File: src/rtl/gpio_irq_pkg.sv
package gpio_irq_pkg;
  localparam int ADDR_W = 4;
  localparam int DATA_W = 32;
  localparam logic [DATA_W-1:0] HW_VERSION = 32'd3;

  typedef enum logic [ADDR_W-1:0] {
    RG_LEVEL  = 4'd0,
    RG_DIR    = 4'd1,
    RG_ENABLE = 4'd2,
    RG_RAW    = 4'd3,
    RG_PEND   = 4'd4,
    RG_CLEAR  = 4'd5,
    RG_MODE   = 4'd6,
    RG_SENSE  = 4'd7,
    RG_VER    = 4'd8,
    RG_DUAL   = 4'd9
  } reg_idx_e;
endpackage

File: src/rtl/gpio_sync.sv
module gpio_sync #(
  parameter int W = 32
) (
  input  logic         clk,
  input  logic         rst_n,
  input  logic [W-1:0] d,
  output logic [W-1:0] q
);
  logic [W-1:0] meta_q;
  logic [W-1:0] stab_q;

  always_ff @(posedge clk or negedge rst_n) begin
    if (!rst_n) begin
      meta_q <= '0;
      stab_q <= '0;
    end else begin
      meta_q <= d;
      stab_q <= meta_q;
    end
  end

  assign q = stab_q;
endmodule

File: src/rtl/gpio_trig.sv
module gpio_trig #(
  parameter int W = 32
) (
  input  logic         clk,
  input  logic         rst_n,
  input  logic [W-1:0] lvl,
  input  logic [W-1:0] edge_en,
  input  logic [W-1:0] sense,
  input  logic [W-1:0] dual_en,
  input  logic [W-1:0] clr,
  output logic [W-1:0] stat
);
  logic [W-1:0] prev_q;
  logic [W-1:0] stat_q, stat_d;
  logic [W-1:0] rise, fall, edge_hit, lvl_hit;

  always_comb begin
    rise     = lvl & ~prev_q;
    fall     = ~lvl & prev_q;
    edge_hit = (dual_en & (rise | fall)) |
               (~dual_en & ((sense & rise) | (~sense & fall)));
    lvl_hit  = (sense & lvl) | (~sense & ~lvl);
    stat_d   = (edge_en & (edge_hit | (stat_q & ~clr))) | (~edge_en & lvl_hit);
  end

  always_ff @(posedge clk or negedge rst_n) begin
    if (!rst_n) begin
      prev_q <= '0;
      stat_q <= '0;
    end else begin
      prev_q <= lvl;
      stat_q <= stat_d;
    end
  end

  assign stat = stat_q;
endmodule

File: src/rtl/gpio_irq_ctrl.sv
module gpio_irq_ctrl
  import gpio_irq_pkg::*;
#(
  parameter int NPINS    = 32,
  parameter bit HAS_DUAL = 1'b1
) (
  input  logic              clk,
  input  logic              rst_n,
  input  logic [ADDR_W-1:0] bus_addr,
  input  logic              bus_wr,
  input  logic              bus_rd,
  input  logic [DATA_W-1:0] bus_wdata,
  output logic [DATA_W-1:0] bus_rdata,
  input  logic [NPINS-1:0]  pin_in,
  output logic [NPINS-1:0]  pin_oe,
  output logic [NPINS-1:0]  pin_do,
  output logic              irq
);
  logic [NPINS-1:0] lvl_q_d, lvl_q_q;
  logic [NPINS-1:0] dir_d, dir_q;
  logic [NPINS-1:0] ena_d, ena_q;
  logic [NPINS-1:0] mode_d, mode_q;
  logic [NPINS-1:0] sense_d, sense_q;
  logic [NPINS-1:0] dual_d, dual_q, dual_eff;
  logic [NPINS-1:0] clr_pulse;
  logic [NPINS-1:0] pin_sync, raw_stat, pend;
  logic [DATA_W-1:0] rdata_d, rdata_q;
  logic [NPINS-1:0] wdat;

  assign wdat = bus_wdata[NPINS-1:0];

  gpio_sync #(.W(NPINS)) u_sync (
    .clk(clk), .rst_n(rst_n), .d(pin_in), .q(pin_sync)
  );

  generate
    if (HAS_DUAL) begin : g_dual
      assign dual_eff = dual_q;
    end else begin : g_no_dual
      assign dual_eff = '0;
    end
  endgenerate

  gpio_trig #(.W(NPINS)) u_trig (
    .clk(clk), .rst_n(rst_n), .lvl(pin_sync), .edge_en(mode_q),
    .sense(sense_q), .dual_en(dual_eff), .clr(clr_pulse), .stat(raw_stat)
  );

  assign pend = raw_stat & ena_q;

  // register write decode
  always_comb begin
    lvl_q_d   = lvl_q_q;
    dir_d     = dir_q;
    ena_d     = ena_q;
    mode_d    = mode_q;
    sense_d   = sense_q;
    dual_d    = dual_q;
    clr_pulse = '0;
    if (bus_wr) begin
      unique case (bus_addr)
        RG_LEVEL:  lvl_q_d   = wdat;
        RG_DIR:    dir_d     = wdat;
        RG_ENABLE: ena_d     = wdat;
        RG_CLEAR:  clr_pulse = wdat;
        RG_MODE:   mode_d    = wdat;
        RG_SENSE:  sense_d   = wdat;
        RG_DUAL:   dual_d    = HAS_DUAL ? wdat : '0;
        default:   ;
      endcase
    end
  end

  // read mux, zero-extended to the bus width
  always_comb begin
    rdata_d = '0;
    unique case (bus_addr)
      RG_LEVEL:  rdata_d[NPINS-1:0] = pin_sync;
      RG_DIR:    rdata_d[NPINS-1:0] = dir_q;
      RG_ENABLE: rdata_d[NPINS-1:0] = ena_q;
      RG_RAW:    rdata_d[NPINS-1:0] = raw_stat;
      RG_PEND:   rdata_d[NPINS-1:0] = pend;
      RG_MODE:   rdata_d[NPINS-1:0] = mode_q;
      RG_SENSE:  rdata_d[NPINS-1:0] = sense_q;
      RG_VER:    rdata_d            = HW_VERSION;
      RG_DUAL:   rdata_d[NPINS-1:0] = dual_q;
      default:   rdata_d            = '0;
    endcase
  end

  always_ff @(posedge clk or negedge rst_n) begin
    if (!rst_n) begin
      lvl_q_q <= '0;
      dir_q   <= '1;
      ena_q   <= '0;
      mode_q  <= '0;
      sense_q <= '1;
      dual_q  <= '0;
    end else if (bus_wr) begin
      lvl_q_q <= lvl_q_d;
      dir_q   <= dir_d;
      ena_q   <= ena_d;
      mode_q  <= mode_d;
      sense_q <= sense_d;
      dual_q  <= dual_d;
    end
  end

  always_ff @(posedge clk or negedge rst_n) begin
    if (!rst_n) begin
      rdata_q <= '0;
    end else if (bus_rd) begin
      rdata_q <= rdata_d;
    end
  end

  assign bus_rdata = rdata_q;
  assign pin_oe    = ~dir_q;
  assign pin_do    = lvl_q_q;
  assign irq       = |pend;
endmodule

File: config.mk
export PLATFORM = sky130hd
export DESIGN_NAME = gpio_irq_ctrl
export DESIGN_NICKNAME = d
export VERILOG_FILES = /design/src/rtl/gpio_irq_pkg.sv /design/src/rtl/gpio_sync.sv /design/src/rtl/gpio_trig.sv /design/src/rtl/gpio_irq_ctrl.sv
export SDC_FILE = /design/constraint.sdc
export NUM_CORES = 1
export LEC_CHECK = 0
export ABC_AREA = 1
export BUFFER_PORTS_ARGS = -buffer_cell sky130_fd_sc_hd__buf_2
export CELL_PAD_IN_SITES_DETAIL_PLACEMENT = 0
export CELL_PAD_IN_SITES_GLOBAL_PLACEMENT = 1
export CORE_MARGIN = 10
export CORE_UTILIZATION = 48
export DETAILED_ROUTE_END_ITERATION = 7
export PLACE_DENSITY_LB_ADDON = 0.12
export SYNTH_ARGS = -nofsm -noshare
export SYNTH_HDL_FRONTEND = slang
export SYNTH_SLANG_ARGS = --single-unit
File: constraint.sdc
create_clock -name clk -period 4.35 [get_ports clk]
set_clock_uncertainty 0.15 [all_clocks]
set_input_delay 0.6525 -clock clk [delete_from_list [all_inputs] [get_ports clk]]
set_output_delay 0.6525 -clock clk [all_outputs]
set_load 0.01 [all_outputs]
After elaboration in Yosys (flattened, before gate mapping)
Cells that the tools add are included.

Flip-flop bits (word level): 352. Output and inout port bits: 97. Word-level logic and storage cells: 56. Input bits: 72.

Equality and inequality tests: 9. Multiplexer cells: 3. Reductions and logical operators: 8. Bitwise operators: 25.

Operator list (number): 32-bit AND (12); 32-bit case mux with 9 select lines (1); 32-bit NOT (7); 32-bit OR (6); 32-bit two-way mux (2); 32-bit OR reduction (1); 4-bit by 3-bit equality test with 1-bit output, second input constant (4); 2-bit AND reduction (6); 4-bit by 2-bit equality test with 1-bit output, second input constant (2); 4-bit equality test, second input constant (2); 4-bit by 1-bit equality test with 1-bit output, second input constant (1); 4-bit zero test (1).

Logic depth before layout (Yosys ltp)
Gate-level depths: netlist (run 1).

Word-level depth: 9. Depth in mapped cells: 11. Depth with buffers taken out: 9.

By module
Synthesis (run 1) repeated with hierarchy kept, for this count alone.

Cells, all modules: 2232. Area, all modules: 17160.2 um^2.

Modules (own cells, without submodules): gpio_irq_ctrl (area each 10794.1 um^2, instances 1, cells an instance 1432, sequential area each 5685.5 um^2); gpio_trig (area each 4764.6 um^2, instances 1, cells an instance 736, sequential area each 1601.5 um^2); gpio_sync (area each 1601.5 um^2, instances 1, cells an instance 64, sequential area each 1601.5 um^2).

Least setup slack after synthesis (run 1)
OpenSTA, ideal clock, no wires.

Path kind: input port to flip-flop. Start point: in bus_addr[1]. End point: reg lvl_q_q[10] (netlist: pin_do[10]). Arrival time: 1.586 ns. Slack: 2.484 ns. Setup time: 0.130 ns. Required time: 4.070 ns. Buffers on the path: 1. Stages on the path: 7. Cells stage by stage: nor2_2 > nand2_2 > inv_2 > nand2_2 > clkbuf_1 > nand2_1 > o21ai_0.

Word-level cells in the longest chain between the ends: 2.

Ends and longest elaborated chain: start: declaration (line gpio_irq_ctrl.sv:9) `input logic [ADDR_W-1:0] bus_addr,`; 4-bit zero test (line gpio_irq_ctrl.sv:61) `unique case (bus_addr)`; 2-bit AND reduction (no line); end signal: assignment (line gpio_irq_ctrl.sv:100) `lvl_q_q <= lvl_q_d;`; end: declaration (line gpio_irq_ctrl.sv:19) `logic [NPINS-1:0] lvl_q_d, lvl_q_q;`.

No other way between the ends. A chain may end at the register's enable or synchronous reset.

Final worst setup path (run 1)
Start point: reg ena_q[3]. End point: out irq.

Word-level cells in the longest chain between the ends: 2.

Ends and longest elaborated chain: start: declaration (line gpio_irq_ctrl.sv:21) `logic [NPINS-1:0] ena_d, ena_q;`; start signal: assignment (line gpio_irq_ctrl.sv:102) `ena_q <= ena_d;`; 32-bit AND (line gpio_irq_ctrl.sv:49) `assign pend = raw_stat & ena_q;`; 32-bit OR reduction (line gpio_irq_ctrl.sv:120) `assign irq = |pend;`; end: declaration (line gpio_irq_ctrl.sv:17) `output logic irq`.

No other way between the ends.

==> impl_metrics.py, run 1 <==
metrics = {
    "run_status": {
        "status": "finished, final reports clean",
    },
    "synth": {
        "synth_xor_area_share_pct": 1.48,
        "synth_commonest_cells": "nand2_1, o21ai_0, dfrtp_1",
        "yosys_warnings": 0,
        "ys.flop_type": "dfrtp_1",
        "yosys.area_share.simple_pct": 21.9,
        "synthMuxAreaShare_pct": 0,
        "synth_top_cell_by_area": "dfrtp_1",
        "synth_top_area_share_pct": 43.4,
        "yosys_register_bits": 352,
        "netlist_area_um2": 16600,
        "synth_seq_area_share_pct": 53.5,
        "synth_edf_count": 0,
        "synth_fa_ha_area_share_pct": 4.82,
        "avgSynthCellArea_um2": 8.35,
        "synth_top_family_by_area": "simple AND/OR/NAND/NOR gates",
        "post-synth-top-count-cell": "nand2_1",
        "synth_compound_area_share_pct": 11.2,
        "synthArstFlopShare_pct": 100,
        "ys_types": 26,
        "synth.area.top_cells": "dfrtp_1, nand2_1, dfstp_2",
        "netlist_instances": 1990,
        "postSynthNetCount": 2126,
    },
    "floorplan": {
        "die_area_um2": 42500,
        "row_count": 68,
        "initial_core_util_pct": 48.3,
        "io_pins": 169,
        "die_x_um": 206,
        "die_h_um": 206,
        "coreArea_um2": 34400,
    },
    "route": {
        "ant_nets": 0,
        "dr.first_iter.drc_count": 1041,
        "avgViaCountPerCell": 5.23,
        "first_pass_iters": 5,
        "routed_wirelength_um": 51100,
        "wl_per_cell_um": 19.4,
        "vias": 13791,
        "drcViolationCount": 0,
    },
    "grt": {
        "track_usage_pct": 24.2,
        "grt_first_pass_wirelength_um": 80100,
        "grt_max_degree": 112,
        "grt_pass1_vias": 13772,
        "antenna_found_initial": 0,
        "gr-total-overflow": 0,
    },
    "cts": {
        "ctsResizeCount": 0,
        "postCtsHoldBufs": 0,
        "clk_pin_slew_ps": 60,
        "clk_path_buf_depth": 3,
        "ctsHtreeMaxLevel": 2,
        "clk_latency_ps": 530,
        "clock_tree.root_cell": "clkbuf_16",
        "cts_buffers": 39,
        "clock_sinks": 352,
        "cts_tree": "done",
        "cts_setup_buffers": 0,
    },
    "cells_and_area": {
        "fill_cells": 3272,
        "area_growth_pct": 15.9,
        "final_area_um2": 19300,
        "fin_nets": 2287,
        "diodes": 0,
        "drive_above_1_share_pct": 16.7,
    },
    "sta": {
        "worstMarginPinSlew_ps": 1080,
        "rsz0062_at_grt": "false",
        "min_period_over_period_pct": 62.5,
        "final_hold_viol_count": 0,
        "min_period_ps": 2720,
        "tns_ps": 0,
        "fmax_mhz": 368,
        "max-slew-margin-rel_pct": 28.2,
        "drv_slew": 0,
        "finalSetupViolations": 0,
    },
    "worst_setup_path": {
        "endpoint_kind": "output port",
        "path_max_fanout": 3,
        "path_class": "flop to output port",
        "cp.required_ps": 3550,
        "worstPathArrival_ps": 1920,
        "critPathLaunchType": "flop",
    },
    "worst_hold_path": {
        "hold_path.class": "input pin to asynchronous set/reset pin",
    },
    "power": {
        "vdd_drop_max_uv": 297,
        "power_density_nw_per_um2": 478,
        "p_leak_nw": 9.96,
    },
    "run": {
        "drv_cap": 0,
    },
    "place": {
        "globalplace.congestion": 0.831,
        "placedInstanceArea_um2": 18000,
        "io_buffers": 168,
        "dp.final_hpwl_um": 33600,
    },
}
[path summary, 6_finish.rpt]
kind | from | end | slack (ps) | depth (start not counted)
min | rst_n | pin_do[5]$_DFFE_PN0P_ | 20 | 1
max in group asynchronous | rst_n | dir_q[28]$_DFFE_PN1P_ | 2950 | 2
min reg2reg | u_sync.meta_q[18]$_DFF_PN0_ | u_sync.q[18]$_DFF_PN0_ | 190 | 0
max | ena_q[3]$_DFFE_PN0P_ | irq | 1630 | 5
min in group clk | pin_in[2] | u_sync.meta_q[2]$_DFF_PN0_ | 70 | 1
max reg2reg | u_sync.q[0]$_DFF_PN0_ | u_trig.stat[0]$_DFF_PN0_ | 2740 | 6
[kinds of logic after synthesis]
kind of cell,after synthesis
fa+ha+maj,64
flops,352
compound gates,349
buf+inv,307
simple gates,890
xor+xnor,28
[layer usage]
metal  vias up  global-route usage [%]  share of wire (%)
met4         0                    7.25                2.6
li1       6661                       -                  -
met2       379                    39.7                 47
met5         -                       0                  0
met1      6670                    32.4                 44
met3        81                    4.03                6.0
[through the flow]
step,util [%],std cells,worst slack (ps),total power [mW],hold WS [ps]
5_1_grt,56.0,2635,1510,9.75,54.6
6_report,56.0,2635,1630,9.19,21.5
4_1_cts,56.0,2635,1580,9.28,48.4
3_3_place_gp,52.5,2565,1250,5.99,182
3_5_place_dp,52.5,2565,1160,6.05,185
2_1_floorplan,-,1990,2480,5.32,181
[power by group]
| group | switching, mW | internal (mW) |
|---|---|---|
| combinational | 0.952 | 0.618 |
| clock | 1.32 | 1.88 |
| sequential | 0.495 | 3.93 |
| total | 2.77 | 6.43 |
[sequential cells by signal (all words and copies together), names as in the netlist]
signal,cells
bus_rdata,32
dir_q,32
dual_eff,32
ena_q,32
mode_q,32
pin_do,32
sense_q,32
u_sync.meta_q,32
u_sync.q,32
u_trig.prev_q,32
u_trig.stat,32
[layout make-up]
class                      count  area, um^2  area share, %
clock buffer                  63        1160           6.02
clock inverter                 7        62.6          0.325
inverter                     226         848           4.41
multi-input combinational   1331        6580           34.2
sequential                   352        8890           46.2
tap                          455         569           2.96
timing repair buffer         201        1150           5.97
[cells in the final DEF, fill, tap and decap left out, drive strengths merged]
master / Yosys / layout
nand2: 635 / 635
o21ai: 298 / 298
dfrtp: 288 / 288
inv: 226 / 226
buf: 27 / 201
nand3: 131 / 131
nor2: 84 / 84
ha: 64 / 64
dfstp: 64 / 64
clkbuf: 54 / 63
o211ai: 34 / 34
or2: 29 / 29
xor2: 26 / 26
nand4: 11 / 11
a31oi: 6 / 6
clkinv: 0 / 5
o21a: 4 / 4
a21oi: 4 / 4
o21bai: 3 / 3
xnor2: 2 / 2
bufinv: 0 / 1
clkinvlp: 0 / 1
[critical path: stages, from the launching register on]
cell     delay, ps
dfrtp_1        400
nand2_1        160
nand4_1        190
nor2_1         240
nand4_1        190
buf_2          190
Note: power is estimated with default switching activity, not from simulation.
==> inputs of run 2 (changes only) <==
- CORE_UTILIZATION: 48 -> 45
- clock period: 4.35 -> 2.6 ns (I/O delays scaled with it)
==> impl_metrics.py, run 2 (same netlist as run 1, synthesis figures left out) <==
metrics = {
    "run_status": {
        "status": "finished, final reports clean",
    },
    "worst_setup_path": {
        "rr_endpoint": "u_trig.stat[21]$_DFF_PN0_",
        "reg2reg_from": "u_sync.q[21]$_DFF_PN0_",
        "reg2reg_slack_ps": 1060,
        "worstPathArrival_ps": 1940,
        "path_class": "flop to output port",
        "path_max_fanout": 3,
        "crit_slowest_cell": "dfrtp_1",
        "cp.required_ps": 2060,
        "worstSetupStartpoint": "u_trig.stat[14]$_DFF_PN0_",
        "cpPeakStageDelay_ps": 410,
        "cp_common_cell": "nand4_1",
        "critPathLaunchType": "flop",
        "crit_chain": "nand2_1 -> nand4_1 -> nor2_1 -> nand4_1 -> buf_2",
        "reg2regPathDepth": 6,
        "crit_end": "irq",
        "endpoint_kind": "output port",
    },
    "route": {
        "vias": 13974,
        "first_pass_iters": 7,
        "routed_wirelength_um": 51900,
        "dr.first_iter.drc_count": 1171,
        "wl_per_cell_um": 19.2,
        "avgViaCountPerCell": 5.17,
        "ant_nets": 0,
        "drcViolationCount": 0,
    },
    "power": {
        "p_leak_nw": 10.2,
        "power_density_nw_per_um2": 785,
        "vdd_drop_max_uv": 491,
    },
    "cells_and_area": {
        "fill_cells": 3477,
        "layout_commonest_cell": "nand2_1",
        "fin_nets": 2337,
        "most-common-layout-cells": "nand2_1, o21ai_0, dfrtp_1",
        "drive_above_1_share_pct": 17.5,
        "area_growth_pct": 19.4,
        "seq_area_um2": 8890,
        "fin_util_pct": 54.3,
        "multi_input_area_um2": 6570,
    },
    "grt": {
        "grt_pass1_vias": 13909,
        "track_usage_pct": 23.3,
        "grt_max_degree": 62,
        "gr-total-overflow": 0,
        "grt_first_pass_wirelength_um": 81700,
        "antenna_found_initial": 4,
    },
    "place": {
        "dp.final_hpwl_um": 34900,
        "io_buffers": 168,
        "globalplace.congestion": 0.853,
        "pre_cts_slack_ps": 284,
    },
    "sta": {
        "fmax_mhz": 404,
        "min_period_ps": 2480,
        "hold_ws_ps": 57.9,
        "worst_slack_ps": 123,
        "final_hold_viol_count": 0,
        "min_period_over_period_pct": 95.3,
        "rsz0062_at_grt": "false",
        "tns_ps": 0,
        "drv_slew": 0,
        "max-slew-margin-rel_pct": 61.1,
        "worstMarginPinSlew_ps": 582,
        "finalSetupViolations": 0,
    },
    "floorplan": {
        "io_pins": 169,
        "row_count": 70,
        "coreArea_um2": 36500,
        "die_h_um": 212,
        "die_area_um2": 45000,
        "initial_core_util_pct": 45.5,
        "die_x_um": 212,
    },
    "cts": {
        "ctsHtreeMaxLevel": 2,
        "clk_path_buf_depth": 3,
        "clk_latency_ps": 540,
        "clock_tree.root_cell": "clkbuf_16",
        "clk_pin_slew_ps": 60,
        "cts_buffers": 40,
        "ctsResizeCount": 0,
        "postCtsHoldBufs": 33,
        "cts_setup_buffers": 0,
        "cts_tree": "done",
        "clock_sinks": 352,
    },
    "run": {
        "drv_cap": 0,
    },
    "worst_hold_path": {
        "hold_path.class": "input pin to flop",
    },
}
-- run 2: power breakdown --
part | total [mW] | internal, mW | switching (mW)
clock network | 5.48 | 3.19 | 2.29
registers | 7.42 | 6.57 | 0.849
logic | 2.68 | 1.08 | 1.59
total | 15.6 | 10.9 | 4.73
-- run 2: how the worst min path moves through the flow --
stage          slack (ps)  depth (start not counted)                        start                        to
6_report               60                          3                bus_wdata[24]   sense_q[24]$_DFFE_PN1P_
5_1_grt                90                          3                 bus_wdata[3]      dir_q[3]$_DFFE_PN1P_
4_1_cts                50                          3                bus_wdata[24]     dir_q[24]$_DFFE_PN1P_
3_5_place_dp          190                          0  u_sync.meta_q[30]$_DFF_PN0_    u_sync.q[30]$_DFF_PN0_
3_3_place_gp          180                          0  u_sync.meta_q[18]$_DFF_PN0_    u_sync.q[18]$_DFF_PN0_
2_1_floorplan         -60                          0                        rst_n  bus_rdata[0]$_DFFE_PN0P_
-- run 2: layer usage --
layer,vias up,part of all wire (%),track usage [%]
met2,385,47,37.5
met5,-,0.013,0
met3,73,5.2,3.65
met1,6756,46,32.1
met4,2,2.1,6.12
li1,6758,-,-
-- run 2: worst max-delay path, delay by kind of cell (launching register included) --
family / cells / cell delay (ps)
buffers and inverters: 1 / 190
flip-flops: 1 / 410
AND/OR/NAND/NOR: 4 / 800
-- run 2: per-stage QoR --
step	area, um^2	cells	power, mW
finish	19800	2704	15.6
global route	19800	2704	16.5
CTS	19800	2701	15.7
detailed placement	18200	2594	10.2
global placement	18200	2594	10.1
floorplan	16600	1990	8.90
-- run 2: layout make-up --
cell class	instances	share of cell area [%]
diodes	3	0.0378
clock buffers	62	6.07
clock inverters	12	0.341
inverters	226	4.28
multi-input cells	1331	33.1
flip-flops and latches	352	44.8
well taps	468	2.95
repair buffers	250	8.38
==> inputs of run 3 (changes only) <==
- REMOVE_ABC_BUFFERS: default -> 1
==> impl_metrics.py, run 3 (same netlist as run 1, synthesis figures left out) <==
metrics = {
    "cells_and_area": {
        "final_area_um2": 19800,
        "seq_area_um2": 8890,
        "final_cells": 2699,
        "area_growth_pct": 19.0,
        "most-common-layout-cells": "nand2_1, o21ai_0, dfrtp_1",
        "layout_commonest_cell": "nand2_1",
        "diodes": 0,
        "fin_nets": 2336,
        "fill_cells": 3502,
        "multi_input_area_um2": 6570,
        "drive_above_1_share_pct": 17.4,
    },
    "worst_setup_path": {
        "endpoint_kind": "output port",
        "worstPathArrival_ps": 1930,
        "rr_endpoint": "u_trig.stat[15]$_DFF_PN0_",
        "crit_chain": "nand2_1 -> nand4_1 -> nor2_1 -> nand4_1 -> buf_2",
        "reg2regPathDepth": 6,
        "reg2reg_from": "u_sync.q[15]$_DFF_PN0_",
        "path_max_fanout": 3,
        "crit_slowest_cell": "dfrtp_1",
        "cp_common_cell": "nand4_1",
        "cp.buffers_inverters": 1,
        "cpPeakStageDelay_ps": 400,
        "critPathLaunchType": "flop",
        "path_class": "flop to output port",
        "reg2reg_slack_ps": 1030,
        "critPathTopFamily": "simple AND/OR/NAND/NOR gates",
        "cp.required_ps": 2060,
    },
    "cts": {
        "clk_path_buf_depth": 3,
        "ctsHtreeMaxLevel": 2,
        "clock_sinks": 352,
        "cts_buffers": 40,
        "clk_pin_slew_ps": 60,
        "clock_tree.root_cell": "clkbuf_16",
        "clk_latency_ps": 560,
        "cts_tree": "done",
    },
    "grt": {
        "antenna_found_initial": 1,
        "grt_max_degree": 67,
        "gr-total-overflow": 0,
        "track_usage_pct": 23.4,
        "grt_pass1_vias": 14065,
        "grt_first_pass_wirelength_um": 81300,
    },
    "power": {
        "p_leak_nw": 10.2,
        "vdd_drop_max_uv": 465,
        "power_density_nw_per_um2": 784,
    },
    "place": {
        "place_inst": 2593,
        "io_buffers": 168,
        "dp.final_hpwl_um": 34000,
        "globalplace.congestion": 0.853,
        "placedInstanceArea_um2": 18200,
    },
    "sta": {
        "rsz0062_at_grt": "false",
        "max-slew-margin-rel_pct": 50.6,
        "finalSetupViolations": 0,
        "final_hold_viol_count": 0,
        "worstMarginPinSlew_ps": 741,
        "min_period_ps": 2470,
        "fmax_mhz": 405,
        "drv_slew": 0,
        "min_period_over_period_pct": 94.9,
    },
    "worst_hold_path": {
        "min-delay-start": "bus_wdata[16]",
        "hold_depth": 3,
        "hold_path.class": "input pin to flop",
        "min_to": "sense_q[16]$_DFFE_PN1P_",
    },
    "route": {
        "routed_wirelength_um": 51500,
        "first_pass_iters": 7,
        "wl_per_cell_um": 19.1,
        "avgViaCountPerCell": 5.13,
        "drcViolationCount": 0,
        "vias": 13853,
        "ant_nets": 0,
        "dr.first_iter.drc_count": 935,
    },
    "floorplan": {
        "coreArea_um2": 36500,
        "die_h_um": 212,
        "initial_core_util_pct": 45.5,
        "die_x_um": 212,
        "row_count": 70,
        "die_area_um2": 45000,
        "io_pins": 169,
    },
    "run": {
        "drv_cap": 0,
    },
    "run_status": {
        "status": "finished, final reports clean",
    },
}
-- run 3: cell count changes in the layout (fill, tap and decap cells not counted), sizes merged --
| cell | change |
|---|---|
| buf | -1 |
| clkbuf | -1 |
| clkinv | -3 |
| clkinvlp | +3 |
| diode | -3 |
-- run 3: stage by stage --
step           TNS (ps)  power, mW  setup slack (ps)  util, %  hold WS, ps
2_1_floorplan   -160650       8.86             -1870        -        -55.6
3_3_place_gp          0       10.1               370     49.8          181
3_5_place_dp          0       10.1               284     49.8          185
4_1_cts               0       15.7               130     54.2         9.98
5_1_grt               0       16.4              42.7     54.2         60.2
6_report              0       15.5               133     54.2         32.0
-- run 3: metal layers --
metal	GRT usage [%]	vias up	part of all wire (%)
met2	37.6	377	46
li1	-	6748	-
met4	8.33	0	2.7
met5	0	-	0
met3	3.74	84	5.5
met1	31.3	6644	46
-- run 3: area by class of cell --
type | count | share of cell area, %
multi-input combinational | 1331 | 33.2
tap | 468 | 2.96
timing repair buffer | 249 | 8.24
inverter | 226 | 4.29
sequential | 352 | 44.9
clock buffer | 61 | 5.97
clock inverter | 12 | 0.380
-- run 3: timing repair --
action                                 CTS  global route
resized for setup                        0             0
hold buffers                            33             0
endpoints found under the hold margin   75             0
buffers inserted                         0             0
-- run 3: worst max-delay path by stage --
stage,from,end,slack [ps],cells after the start
after floorplan,bus_addr[1],ena_q[0]$_DFFE_PN0P_,-1870,4
after global placement,bus_addr[0],bus_rdata[6]$_DFFE_PN0P_,370,10
after detailed placement,bus_addr[0],bus_rdata[29]$_DFFE_PN0P_,280,10
after CTS,ena_q[21]$_DFFE_PN0P_,irq,130,5
after global routing,ena_q[21]$_DFFE_PN0P_,irq,40,5
final,ena_q[21]$_DFFE_PN0P_,irq,130,5
-- run 3: report_power, final --
| part | internal (mW) | total (mW) | switching (mW) |
|---|---|---|---|
| registers | 6.57 | 7.40 | 0.828 |
| logic | 1.08 | 2.67 | 1.59 |
| clock network | 3.14 | 5.45 | 2.31 |
-- run 3: worst register-to-register path: cells and delay by family (launching register included) --
family / cells / cell delay [ps]
buffers and inverters: 1 / 90
DFF: 1 / 450
adders and majority gates: 1 / 290
AOI/OAI and AO/OA: 1 / 80
and+or+nand+nor: 3 / 420
